`config.mk`:
```
export PLATFORM = sky130hd
export DESIGN_NAME = miss_entry
export DESIGN_NICKNAME = d
export VERILOG_FILES = /design/src/rtl/miss_entry_pkg.sv /design/src/rtl/miss_entry_locate.sv /design/src/rtl/miss_entry_queue.sv /design/src/rtl/miss_entry.sv
export SDC_FILE = /design/constraint.sdc
export NUM_CORES = 1
export LEC_CHECK = 0
export BUFFER_PORTS_ARGS = -buffer_cell sky130_fd_sc_hd__buf_2
export CELL_PAD_IN_SITES_DETAIL_PLACEMENT = 0
export CELL_PAD_IN_SITES_GLOBAL_PLACEMENT = 1
export CORE_MARGIN = 2
export CORE_UTILIZATION = 30
export CTS_CLUSTER_DIAMETER = 150
export DETAILED_ROUTE_END_ITERATION = 7
export PLACE_DENSITY_LB_ADDON = 0.15
export SETUP_SLACK_MARGIN = 0.2
export SLEW_MARGIN = 5
export SYNTH_ARGS = -nofsm -noshare
export SYNTH_HDL_FRONTEND = slang
export SYNTH_SLANG_ARGS = --single-unit
```
`constraint.sdc`:
```
create_clock -name clk -period 3.3 [get_ports clk]
set_input_delay 0.66 -clock clk [delete_from_list [all_inputs] [get_ports clk]]
set_output_delay 0.66 -clock clk [all_outputs]
set_load 0.01 [all_outputs]
```
`src/rtl/miss_entry_pkg.sv`:
```
// Shared types for the miss tracking entry.
// Assumes: request ids are TID_W bits wide; one queued request is one tgt_t.
package miss_entry_pkg;
    parameter int unsigned TID_W = 4;

    typedef struct packed {
        logic [TID_W-1:0] id;
        logic             need_excl;
        logic             inval;
        logic             cpu_side;
    } tgt_t;
endpackage

```
`src/rtl/miss_entry_locate.sv`:
```
// Finds the first queued request that wants exclusive ownership.
// Assumes: slots below count are valid. If none matches, the result is count (tail).
module miss_entry_locate
    import miss_entry_pkg::*;
#(
    parameter int unsigned DEPTH = 8,
    localparam int unsigned CNT_W = $clog2(DEPTH + 1)
) (
    input  tgt_t             slots [DEPTH],
    input  logic [CNT_W-1:0] count,
    output logic [CNT_W-1:0] pos
);
    // Priority scan from the head for the first ownership request
    always_comb begin
        logic found;
        found = 1'b0;
        pos   = count;
        for (int i = 0; i < DEPTH; i++) begin
            if (!found && (CNT_W'(i) < count) && slots[i].need_excl) begin
                pos   = CNT_W'(i);
                found = 1'b1;
            end
        end
    end
endmodule

```
`src/rtl/miss_entry_queue.sv`:
```
// Fixed-depth ordered request list with insert-at-position and pop-from-head.
// Assumes: the caller never inserts when full, never pops when empty,
// and raises at most one of init/insert/pop per cycle.
module miss_entry_queue
    import miss_entry_pkg::*;
#(
    parameter int unsigned DEPTH = 8,
    localparam int unsigned CNT_W = $clog2(DEPTH + 1)
) (
    input  logic             clk,
    input  logic             rst_n,
    input  logic             init_en,
    input  tgt_t             init_tgt,
    input  logic             ins_en,
    input  logic [CNT_W-1:0] ins_pos,
    input  tgt_t             ins_tgt,
    input  logic             pop_en,
    output tgt_t             slots [DEPTH],
    output logic [CNT_W-1:0] count
);
    // Occupancy counter
    always_ff @(posedge clk) begin
        if (!rst_n)       count <= '0;
        else if (init_en) count <= CNT_W'(1);
        else if (ins_en)  count <= count + CNT_W'(1);
        else if (pop_en)  count <= count - CNT_W'(1);
    end

    for (genvar g = 0; g < DEPTH; g++) begin : g_slot
        tgt_t from_below;
        tgt_t from_above;
        if (g == 0) begin : g_bot
            assign from_below = '0;
        end else begin : g_mid
            assign from_below = slots[g-1];
        end
        if (g == DEPTH - 1) begin : g_top
            assign from_above = '0;
        end else begin : g_low
            assign from_above = slots[g+1];
        end

        // One slot: load, keep, shift up on insert, shift down on pop
        always_ff @(posedge clk) begin
            if (!rst_n) begin
                slots[g] <= '0;
            end else if (init_en) begin
                slots[g] <= (g == 0) ? init_tgt : '0;
            end else if (ins_en) begin
                if (CNT_W'(g) == ins_pos)     slots[g] <= ins_tgt;
                else if (CNT_W'(g) > ins_pos) slots[g] <= from_below;
            end else if (pop_en) begin
                slots[g] <= from_above;
            end
        end
    end

    assert_count_bound_R9: assert property (@(posedge clk) disable iff (!rst_n)
        count <= CNT_W'(DEPTH));
    assert_ins_room_R9: assert property (@(posedge clk) disable iff (!rst_n)
        ins_en |-> count < CNT_W'(DEPTH));
    assert_pop_nonempty_R8: assert property (@(posedge clk) disable iff (!rst_n)
        pop_en |-> count != '0);
endmodule

```
`src/rtl/miss_entry.sv`:
```
// One cache miss tracking entry: line status flags plus the ordered list of
// requests waiting on the fill. A snoop invalidate that arrives during a
// shared-mode fetch goes ahead of the first ownership request.
// Assumes: command priority is allocate > release > add > pop; issue is taken
// on a valid entry when neither allocate nor release is requested.
module miss_entry
    import miss_entry_pkg::*;
#(
    parameter int unsigned ADDR_W = 32,
    parameter int unsigned SIZE_W = 3,
    parameter int unsigned DEPTH  = 8,
    localparam int unsigned CNT_W = $clog2(DEPTH + 1)
) (
    input  logic              clk,
    input  logic              rst_n,
    input  logic              alloc_valid,
    input  logic [ADDR_W-1:0] alloc_addr,
    input  logic [SIZE_W-1:0] alloc_size,
    input  logic [TID_W-1:0]  alloc_id,
    input  logic              alloc_excl,
    input  logic              alloc_inval,
    input  logic              alloc_uncached,
    input  logic              add_valid,
    input  logic [TID_W-1:0]  add_id,
    input  logic              add_excl,
    input  logic              add_inval,
    input  logic              add_cpu,
    input  logic              issue_valid,
    input  logic              issue_excl,
    input  logic              pop_valid,
    input  logic              dealloc_valid,
    output logic              entry_valid,
    output logic [ADDR_W-1:0] line_addr,
    output logic [SIZE_W-1:0] line_size,
    output logic              needs_excl,
    output logic              uncacheable,
    output logic              in_service,
    output logic              issued_excl,
    output logic [CNT_W-1:0]  tgt_count,
    output logic              list_full,
    output logic              add_err,
    output logic              pop_ack,
    output logic              pop_err,
    output logic [TID_W-1:0]  pop_id,
    output logic              pop_excl,
    output logic              pop_inval,
    output logic              pop_cpu
);
    tgt_t             slots [DEPTH];
    logic [CNT_W-1:0] loc_pos;
    logic [CNT_W-1:0] ins_pos;
    logic alloc_acc, dealloc_acc, add_req, add_acc, add_rej;
    logic pop_req, pop_acc, pop_rej, issue_acc, reorder;
    tgt_t init_tgt, add_tgt;

    assign list_full = (tgt_count == CNT_W'(DEPTH));

    // Command decode with fixed priority
    always_comb begin
        alloc_acc   = alloc_valid && !entry_valid;
        dealloc_acc = !alloc_valid && dealloc_valid && entry_valid && (tgt_count == '0);
        add_req     = !alloc_valid && !dealloc_valid && add_valid && entry_valid;
        add_acc     = add_req && !list_full;
        add_rej     = add_req && list_full;
        pop_req     = !alloc_valid && !dealloc_valid && !add_valid && pop_valid;
        pop_acc     = pop_req && (tgt_count != '0);
        pop_rej     = pop_req && (tgt_count == '0);
        issue_acc   = issue_valid && entry_valid && !alloc_valid && !dealloc_valid;
    end

    // Insertion slot: reordered invalidate or plain tail append
    always_comb begin
        reorder  = in_service && !issued_excl && needs_excl && !add_cpu && add_inval;
        ins_pos  = reorder ? loc_pos : tgt_count;
        init_tgt = '{id: alloc_id, need_excl: alloc_excl, inval: alloc_inval, cpu_side: 1'b1};
        add_tgt  = '{id: add_id, need_excl: add_excl, inval: add_inval, cpu_side: add_cpu};
    end

    miss_entry_locate #(.DEPTH(DEPTH)) u_locate (
        .slots (slots),
        .count (tgt_count),
        .pos   (loc_pos)
    );

    miss_entry_queue #(.DEPTH(DEPTH)) u_queue (
        .clk      (clk),
        .rst_n    (rst_n),
        .init_en  (alloc_acc),
        .init_tgt (init_tgt),
        .ins_en   (add_acc),
        .ins_pos  (ins_pos),
        .ins_tgt  (add_tgt),
        .pop_en   (pop_acc),
        .slots    (slots),
        .count    (tgt_count)
    );

    // Line status and flags
    always_ff @(posedge clk) begin
        if (!rst_n) begin
            entry_valid <= 1'b0;
            line_addr   <= '0;
            line_size   <= '0;
            needs_excl  <= 1'b0;
            uncacheable <= 1'b0;
            in_service  <= 1'b0;
            issued_excl <= 1'b0;
        end else if (alloc_acc) begin
            entry_valid <= 1'b1;
            line_addr   <= alloc_addr;
            line_size   <= alloc_size;
            needs_excl  <= alloc_excl;
            uncacheable <= alloc_uncached;
            in_service  <= 1'b0;
            issued_excl <= 1'b0;
        end else if (dealloc_acc) begin
            entry_valid <= 1'b0;
            in_service  <= 1'b0;
        end else begin
            if (add_acc)   needs_excl <= needs_excl | add_excl;
            if (issue_acc) begin
                in_service  <= 1'b1;
                issued_excl <= issue_excl;
            end
        end
    end

    // Registered pop and error responses
    always_ff @(posedge clk) begin
        if (!rst_n) begin
            add_err   <= 1'b0;
            pop_ack   <= 1'b0;
            pop_err   <= 1'b0;
            pop_id    <= '0;
            pop_excl  <= 1'b0;
            pop_inval <= 1'b0;
            pop_cpu   <= 1'b0;
        end else begin
            add_err <= add_rej;
            pop_ack <= pop_acc;
            pop_err <= pop_rej;
            if (pop_acc) begin
                pop_id    <= slots[0].id;
                pop_excl  <= slots[0].need_excl;
                pop_inval <= slots[0].inval;
                pop_cpu   <= slots[0].cpu_side;
            end
        end
    end

    assert_alloc_init_R1: assert property (@(posedge clk) disable iff (!rst_n)
        alloc_acc |=> (tgt_count == CNT_W'(1)) && !in_service && slots[0].cpu_side);
    assert_alloc_busy_R2: assert property (@(posedge clk) disable iff (!rst_n)
        (alloc_valid && entry_valid) |=> $stable(line_addr) && $stable(line_size));
    assert_add_count_R3: assert property (@(posedge clk) disable iff (!rst_n)
        add_acc |=> tgt_count == $past(tgt_count) + CNT_W'(1));
    assert_insert_range_R4: assert property (@(posedge clk) disable iff (!rst_n)
        add_acc |-> ins_pos <= tgt_count);
    assert_sticky_excl_R6: assert property (@(posedge clk) disable iff (!rst_n)
        (entry_valid && needs_excl) |=> needs_excl);
    assert_issue_flags_R7: assert property (@(posedge clk) disable iff (!rst_n)
        issue_acc |=> in_service && (issued_excl == $past(issue_excl)));
    assert_pop_empty_R8: assert property (@(posedge clk) disable iff (!rst_n)
        pop_rej |=> pop_err && !pop_ack && (tgt_count == '0));
    assert_full_reject_R9: assert property (@(posedge clk) disable iff (!rst_n)
        add_rej |=> add_err && $stable(tgt_count));
    assert_dealloc_busy_R10: assert property (@(posedge clk) disable iff (!rst_n)
        (entry_valid && dealloc_valid && !alloc_valid && tgt_count != '0) |=> entry_valid);
endmodule

```
==> impl_metrics.tcl, run 1 <==
set metrics [dict create \
    run_status "finished, final reports clean" \
    synth.top_cells.by_area "dfxtp_1 (40%), nand2_1 (8.9%), mux2i_1 (6.6%)" \
    grt_pass1_wl_um 28110 \
    final-hold-violation-count 0 \
    routed_wire_length_per_instance_um 16.90 \
    max_slew_margin_pct 46.23 \
    gp_routability_congestion 0.7900 \
    cts-root-to-sink-buffers 2 \
    synth-adder-area-share_pct 0.6857 \
    hold_class "reg2reg" \
    critical_path_peak_fanout 8 \
    pin_count 112 \
    main_combinational_cell_family_by_area_after_synthesis "compound AO/OA/AOI/OAI gates" \
    initial_utilization_pct 30.47 \
    yosys.cell_count.top_type "nand2_1" \
    tightestPinTransition_ns 0.8003 \
    detail-route-antenna-nets 0 \
    synth_compound_area_share_pct 25.42 \
    area_enclosed_by_the_die_boundary_um2 19340 \
    place_worst_setup_slack_ns 0.03383 \
    fillers 1913 \
    synth_edf_count 0 \
    finish.cell_count_without_fillers 1020 \
    static-leakage-power_nw 2.792 \
    worst-r2r-setup-slack_ns 0.32 \
    vias_in_the_first_global_route 5435 \
    area_used_by_multi_input_combinational_logic_um2 3139 \
    timing_worst_setup_path_type "reg2reg" \
    cts-root-buf "clkbuf_16" \
    rsz0062_at_grt "false" \
    numPlacedInstances 1002 \
    post_synthesis_cells 674 \
    synth_nets 734 \
    ir_drop_v 0.0002613 \
    drt_iter0_drc 239 \
    netlist.top_cell.by_area "dfxtp_1" \
    tritoncts_num_sinks 110 \
    cp.required_ns 3.56 \
    post_route_cells_drive_above_1_share_pct 24.91 \
    grt_max_degree 57 \
    period_needed_ns 2.982 \
    cts_made_buffers 9 \
    yosys-mux-area-fraction_pct 8.229 \
    postRouteWirelength_um 17240 \
    floorplan.core_area_um2 17960 \
    holdPathEnd "u_queue.slots[6]" \
    yosys.area.top_type_share_pct 40.23 \
    final.setup.tns_ns 0 \
    drt-pass1-iter-count 5 \
    synth_top_cells_by_count "nand2_1 (130), dfxtp_1 (110), nor2_1 (67)" \
    worstHoldStart "u_queue.slots[6]" \
    maxCapViolCount 0 \
    launch_point_of_the_worst_reg_to_reg_path "u_queue.count[0]" \
    cts.hold.buffers_added 0 \
    rows 49 \
    vias 5360 \
    clk_latency_ns 0.37 \
    finalNetCount 846 \
    grt.total_usage_pct 17.86 \
    synth_area_per_cell_um2 8.122 \
    max_clock_freq_mhz 335.3 \
    antenna_cells_inserted 0 \
    worst_slack_ns 0.3175 \
    worst_hold_path.num_cells 2 \
    htreeDepth 3 \
    final_core_utilization_pct 37.97 \
    number_of_synthesized_register_bits 110 \
    startpoint_type "flop" \
    synth_area_um2 5474 \
    power.density_cell_area_nw_per_um2 414.2 \
    portBuffers 111 \
    worst_setup_hold_path_clk_slew_ns 0.08 \
    synth_xor_area_share_pct 0.3200 \
    final-max-slew-violation-count 0 \
    timing.final.setup_violations 0 \
    finalClockSkew_ns 0.01269 \
    drc_errors 0 \
    ys_async_sr_fraction_pct 0 \
    r2r_cells 9 \
    crit-reg2reg-capture "u_queue.slots[52]" \
    ff_latch_area_um2 2206 \
    yosys.cell_types.count 55 \
    syn_to_final_growth_pct 24.59 \
    detailedPlacementHpwl_um 12680 \
    initial_antenna_violation_count 0 \
    ys_seq_area_share_pct 40.23 \
    setup.worst_path.end_class "flop" \
    post_drt_via_cell_ratio 5.255 \
    die_width_um 139.1 \
    postSynth.topFlopCell "dfxtp_1" \
    warnings_from_yosys 0 \
    arrival_ns 3.24 \
    gr-total-overflow 0 \
    post_synth_and_or_nand_nor_area_fraction_pct 20.91 \
    hold-worst-slack_ns 0.4584 \
    timing.final.crit_share_pct 90.38 \
    die_h_um 139.1 \
    clock_tree_from_tritoncts "built" \
]
## stage by stage
stage / total power [W] / cell area (um2)
after floorplan: 0.001608 / 5474
after detailed placement: 0.001764 / 6420
final: 0.002825 / 6820
after global routing: 0.002954 / 6820
after global placement: 0.001759 / 6420
after CTS: 0.002850 / 6746
## worst max-delay path, cell delays in order, from the launching register on
cell and delay [ns]:
dfxtp_2 0.37, ha_1 0.28, a211oi_4 0.34, o32ai_4 0.16, o41a_1 0.54, a21o_1 0.25
buf_4 0.17, o211ai_1 0.24, nand2_1 0.17, o32ai_1 0.34
## repair_timing
action                     in CTS  in global routing
buffers inserted                1                  1
pin swaps                       1                  1
gates resized for setup         6                 14
setup endpoints to repair      20                 47
cloned                          0                  0
## kinds of logic (layout without fill, tap and decap cells)
logic type | count (synthesis) | in the layout
flops | 110 | 110
fa+ha+maj | 3 | 3
buf+inv | 60 | 177
mux | 44 | 44
xor+xnor | 2 | 2
simple gates | 260 | 260
compound gates | 195 | 195
## state kept, by name, indices dropped and copies added, names as in the netlist
| name | count |
|---|---|
| pop_cpu | 1 |
| issued_excl | 1 |
| line_addr | 32 |
| line_size | 3 |
| uncacheable | 1 |
| entry_valid | 1 |
| in_service | 1 |
| pop_excl | 1 |
| pop_err | 1 |
| pop_inval | 1 |
| add_err | 1 |
| needs_excl | 1 |
| pop_ack | 1 |
| u_queue.slots | 56 |
| pop_id | 4 |
| u_queue.count | 4 |
## where the power goes
| part | internal [W] | switching [W] | total [W] |
|---|---|---|---|
| sequential | 0.00137 | 0.0000287 | 0.00140 |
| clock | 0.000527 | 0.000556 | 0.00108 |
| combinational | 0.000141 | 0.000205 | 0.000347 |
| total | 0.00203 | 0.000790 | 0.00282 |
## cells in the final DEF, fill, tap and decap left out, drive strengths merged, types with 2 or more instances in the layout
cell type / n
a21oi: 28
a21boi: 45
ha: 3
mux2i: 36
buf: 148
dfxtp: 110
o221ai: 7
o21ai: 43
a31oi: 10
a211oi: 6
nand2b: 9
clkinv: 3
nor2: 67
nand2: 130
o32ai: 12
nor3: 10
and2: 6
o31ai: 8
and3: 3
xnor2: 2
inv: 16
a221oi: 6
clkbuf: 10
o211ai: 5
a32o: 14
nor4b: 2
or2: 3
o22ai: 3
mux2: 8
nor2b: 7
nand3: 14
or3: 3
## area by class of cell
cell class	instances	area share [%]
Sequential cell	110	32.34
Inverter	13	0.7155
Tap cell	229	4.201
Multi-Input combinational cell	504	46.03
Clock buffer	10	3.357
Clock inverter	6	0.7705
Timing Repair Buffer	148	12.58
## layer usage
layer  part of all wire, %  track usage (%)  vias up  wire length [um]
met3                   5.3            4.144       21               906
li1                      -                -     2621                 -
met1                    45            22.45     2578              7735
met2                    48            30.33      140              8261
met5                     0                0        -                 0
met4                   1.9            5.795        0               335
## worst max-delay path by stage
| stage | start | to | slack [ns] | cells after the start |
|---|---|---|---|---|
| final | u_queue.count[0] | u_queue.slots[52] | 0.32 | 9 |
| after global routing | u_queue.count[0] | u_queue.slots[13] | 0.20 | 8 |
| after CTS | u_queue.count[0] | u_queue.slots[13] | 0.21 | 9 |
| after detailed placement | u_queue.count[0] | u_queue.slots[7] | 0.03 | 9 |
| after global placement | u_queue.count[0] | u_queue.slots[8] | 0.13 | 9 |
| after floorplan | u_queue.count[0] | u_queue.slots[14] | 0.28 | 11 |
(Power assumes the default switching activity.)
==> run 2: changes to the inputs <==
- BUFFER_PORTS_ARGS: -buffer_cell sky130_fd_sc_hd__buf_2 -> not set
- DONT_BUFFER_PORTS: not set -> 1
==> impl_metrics.tcl, run 2 (same netlist as run 1, synthesis figures left out) <==
set metrics [dict create \
    max_clock_freq_mhz 336.5 \
    cts_made_buffers 9 \
    initial_antenna_violation_count 0 \
    max_flop_register "u_queue.slots" \
    die_width_um 139.1 \
    drt-pass1-iter-count 4 \
    portBuffers 0 \
    rsz0062_at_grt "true" \
    hold_class "in2reg" \
    grt_pass1_wl_um 26690 \
    cts-root-to-sink-buffers 2 \
    critical_path_peak_fanout 13 \
    postRouteWirelength_um 16470 \
    clock_tree_from_tritoncts "built" \
    gp_routability_congestion 0.7661 \
    cts-root-buf "clkbuf_16" \
    cts.hold.buffers_added 0 \
    period_needed_ns 2.972 \
    initial_utilization_pct 30.47 \
    antenna_cells_inserted 0 \
    fillers 1860 \
    final.setup.tns_ns 0 \
    gr-total-overflow 0 \
    power.density_cell_area_nw_per_um2 460.3 \
    tritoncts_num_sinks 110 \
    vias 4965 \
    final-hold-violation-count 0 \
    mostFrequentLayoutCells "nand2_1 (130), dfxtp_1 (110), nor2_1 (65)" \
    syn_to_final_growth_pct 13.01 \
    reg_top3 "u_queue.slots: 56 flops, line_addr: 32 flops" \
    grt_max_degree 59 \
    finish.cell_count_without_fillers 902 \
    finalClockSkew_ns 0.009216 \
    worst_setup_hold_path_clk_slew_ns 0.09 \
    drt_iter0_drc 394 \
    detail-route-antenna-nets 0 \
    setup.worst_path.end_class "flop" \
    floorplan.core_area_um2 17960 \
    clk_latency_ns 0.36 \
    timing.final.setup_violations 0 \
    grt.total_usage_pct 16.94 \
    drc_errors 0 \
    tightestPinTransition_ns 0.9896 \
    static-leakage-power_nw 2.245 \
    ir_drop_v 0.0002997 \
    run_status "finished, final reports clean" \
    leading_cell_type_in_the_layout_fill_and_taps_excluded "nand2_1" \
    finalNetCount 728 \
    routed_wire_length_per_instance_um 18.26 \
    post_drt_via_cell_ratio 5.504 \
    area_enclosed_by_the_die_boundary_um2 19340 \
    htreeDepth 3 \
    vias_in_the_first_global_route 4984 \
    timing.final.crit_share_pct 90.05 \
    cp.required_ns 3.57 \
    pin_count 112 \
    worst_hold_path.num_cells 2 \
    ff_latch_area_um2 2202 \
    die_h_um 139.1 \
    final-max-slew-violation-count 0 \
    detailedPlacementHpwl_um 11950 \
    largest_register_ff_count 56 \
    maxCapViolCount 0 \
    timing_worst_setup_path_type "reg2reg" \
    numPlacedInstances 884 \
    r2r_cells 10 \
    max_slew_margin_pct 33.89 \
    post_route_cells_drive_above_1_share_pct 11.14 \
    arrival_ns 3.24 \
    area_used_by_multi_input_combinational_logic_um2 3089 \
    rows 49 \
    startpoint_type "flop" \
]
## run 2: final timing paths
kind	from	slack (ns)	end
max	u_queue.count[0]	0.33	u_queue.slots[10]
min	alloc_addr[19]	0.43	line_addr[19]
max reg2reg	u_queue.count[0]	0.33	u_queue.slots[10]
min reg2reg	u_queue.slots[5]	0.47	u_queue.slots[5]
## run 2: final cells by class
| class | count | area share [%] |
|---|---|---|
| Multi-Input combinational cell | 504 | 49.94 |
| Inverter | 13 | 0.7888 |
| Timing Repair Buffer | 30 | 3.843 |
| Clock inverter | 7 | 1.557 |
| Tap cell | 229 | 4.632 |
| Clock buffer | 9 | 3.641 |
| Sequential cell | 110 | 35.60 |
## run 2: power breakdown
| part | total [W] | internal (W) | switching [W] |
|---|---|---|---|
| combinational | 0.000234 | 0.0000895 | 0.000144 |
| clock | 0.00120 | 0.000616 | 0.000585 |
| sequential | 0.00141 | 0.00137 | 0.0000459 |
| total | 0.00285 | 0.00207 | 0.000775 |
## run 2: what timing repair did
| action | 4_1_cts | 5_1_grt |
|---|---|---|
| buffers inserted | 1 | 1 |
| setup endpoints to repair | 11 | 46 |
| pin swaps | 0 | 1 |
| resized for setup | 1 | 9 |
## run 2: routing by layer
| layer | GRT usage (%) | vias up | part of all wire [%] |
|---|---|---|---|
| li1 | - | 2396 | - |
| met1 | 21.50 | 2420 | 45 |
| met2 | 28.47 | 128 | 48 |
| met3 | 3.453 | 21 | 5.0 |
| met4 | 6.326 | 0 | 1.8 |
| met5 | 0 | - | 0 |
## run 2: stage by stage
stage          util (%)  worst slack, ns  instance area (um2)  hold slack [ns]  power [W]
4_1_cts           34.16           0.2388                 6136           0.4149   0.002878
2_1_floorplan         -           0.2775                 5474           0.4257   0.001608
6_report          34.44           0.3283                 6186           0.4259   0.002848
3_3_place_gp      32.30           0.1001                 5802           0.4356   0.001671
5_1_grt           34.44           0.1176                 6186           0.4283   0.002969
3_5_place_dp      32.30          0.05051                 5802           0.4467   0.001674
## run 2: critical path, cell delays in order (launching register included)
cell and delay [ns]:
dfxtp_1 0.36, buf_4 0.17, ha_1 0.16, nor4b_2 0.27, o32ai_2 0.17, o41a_1 0.54
a21oi_2 0.22, buf_4 0.24, a311o_1 0.20, nand2_1 0.20, o32ai_1 0.34
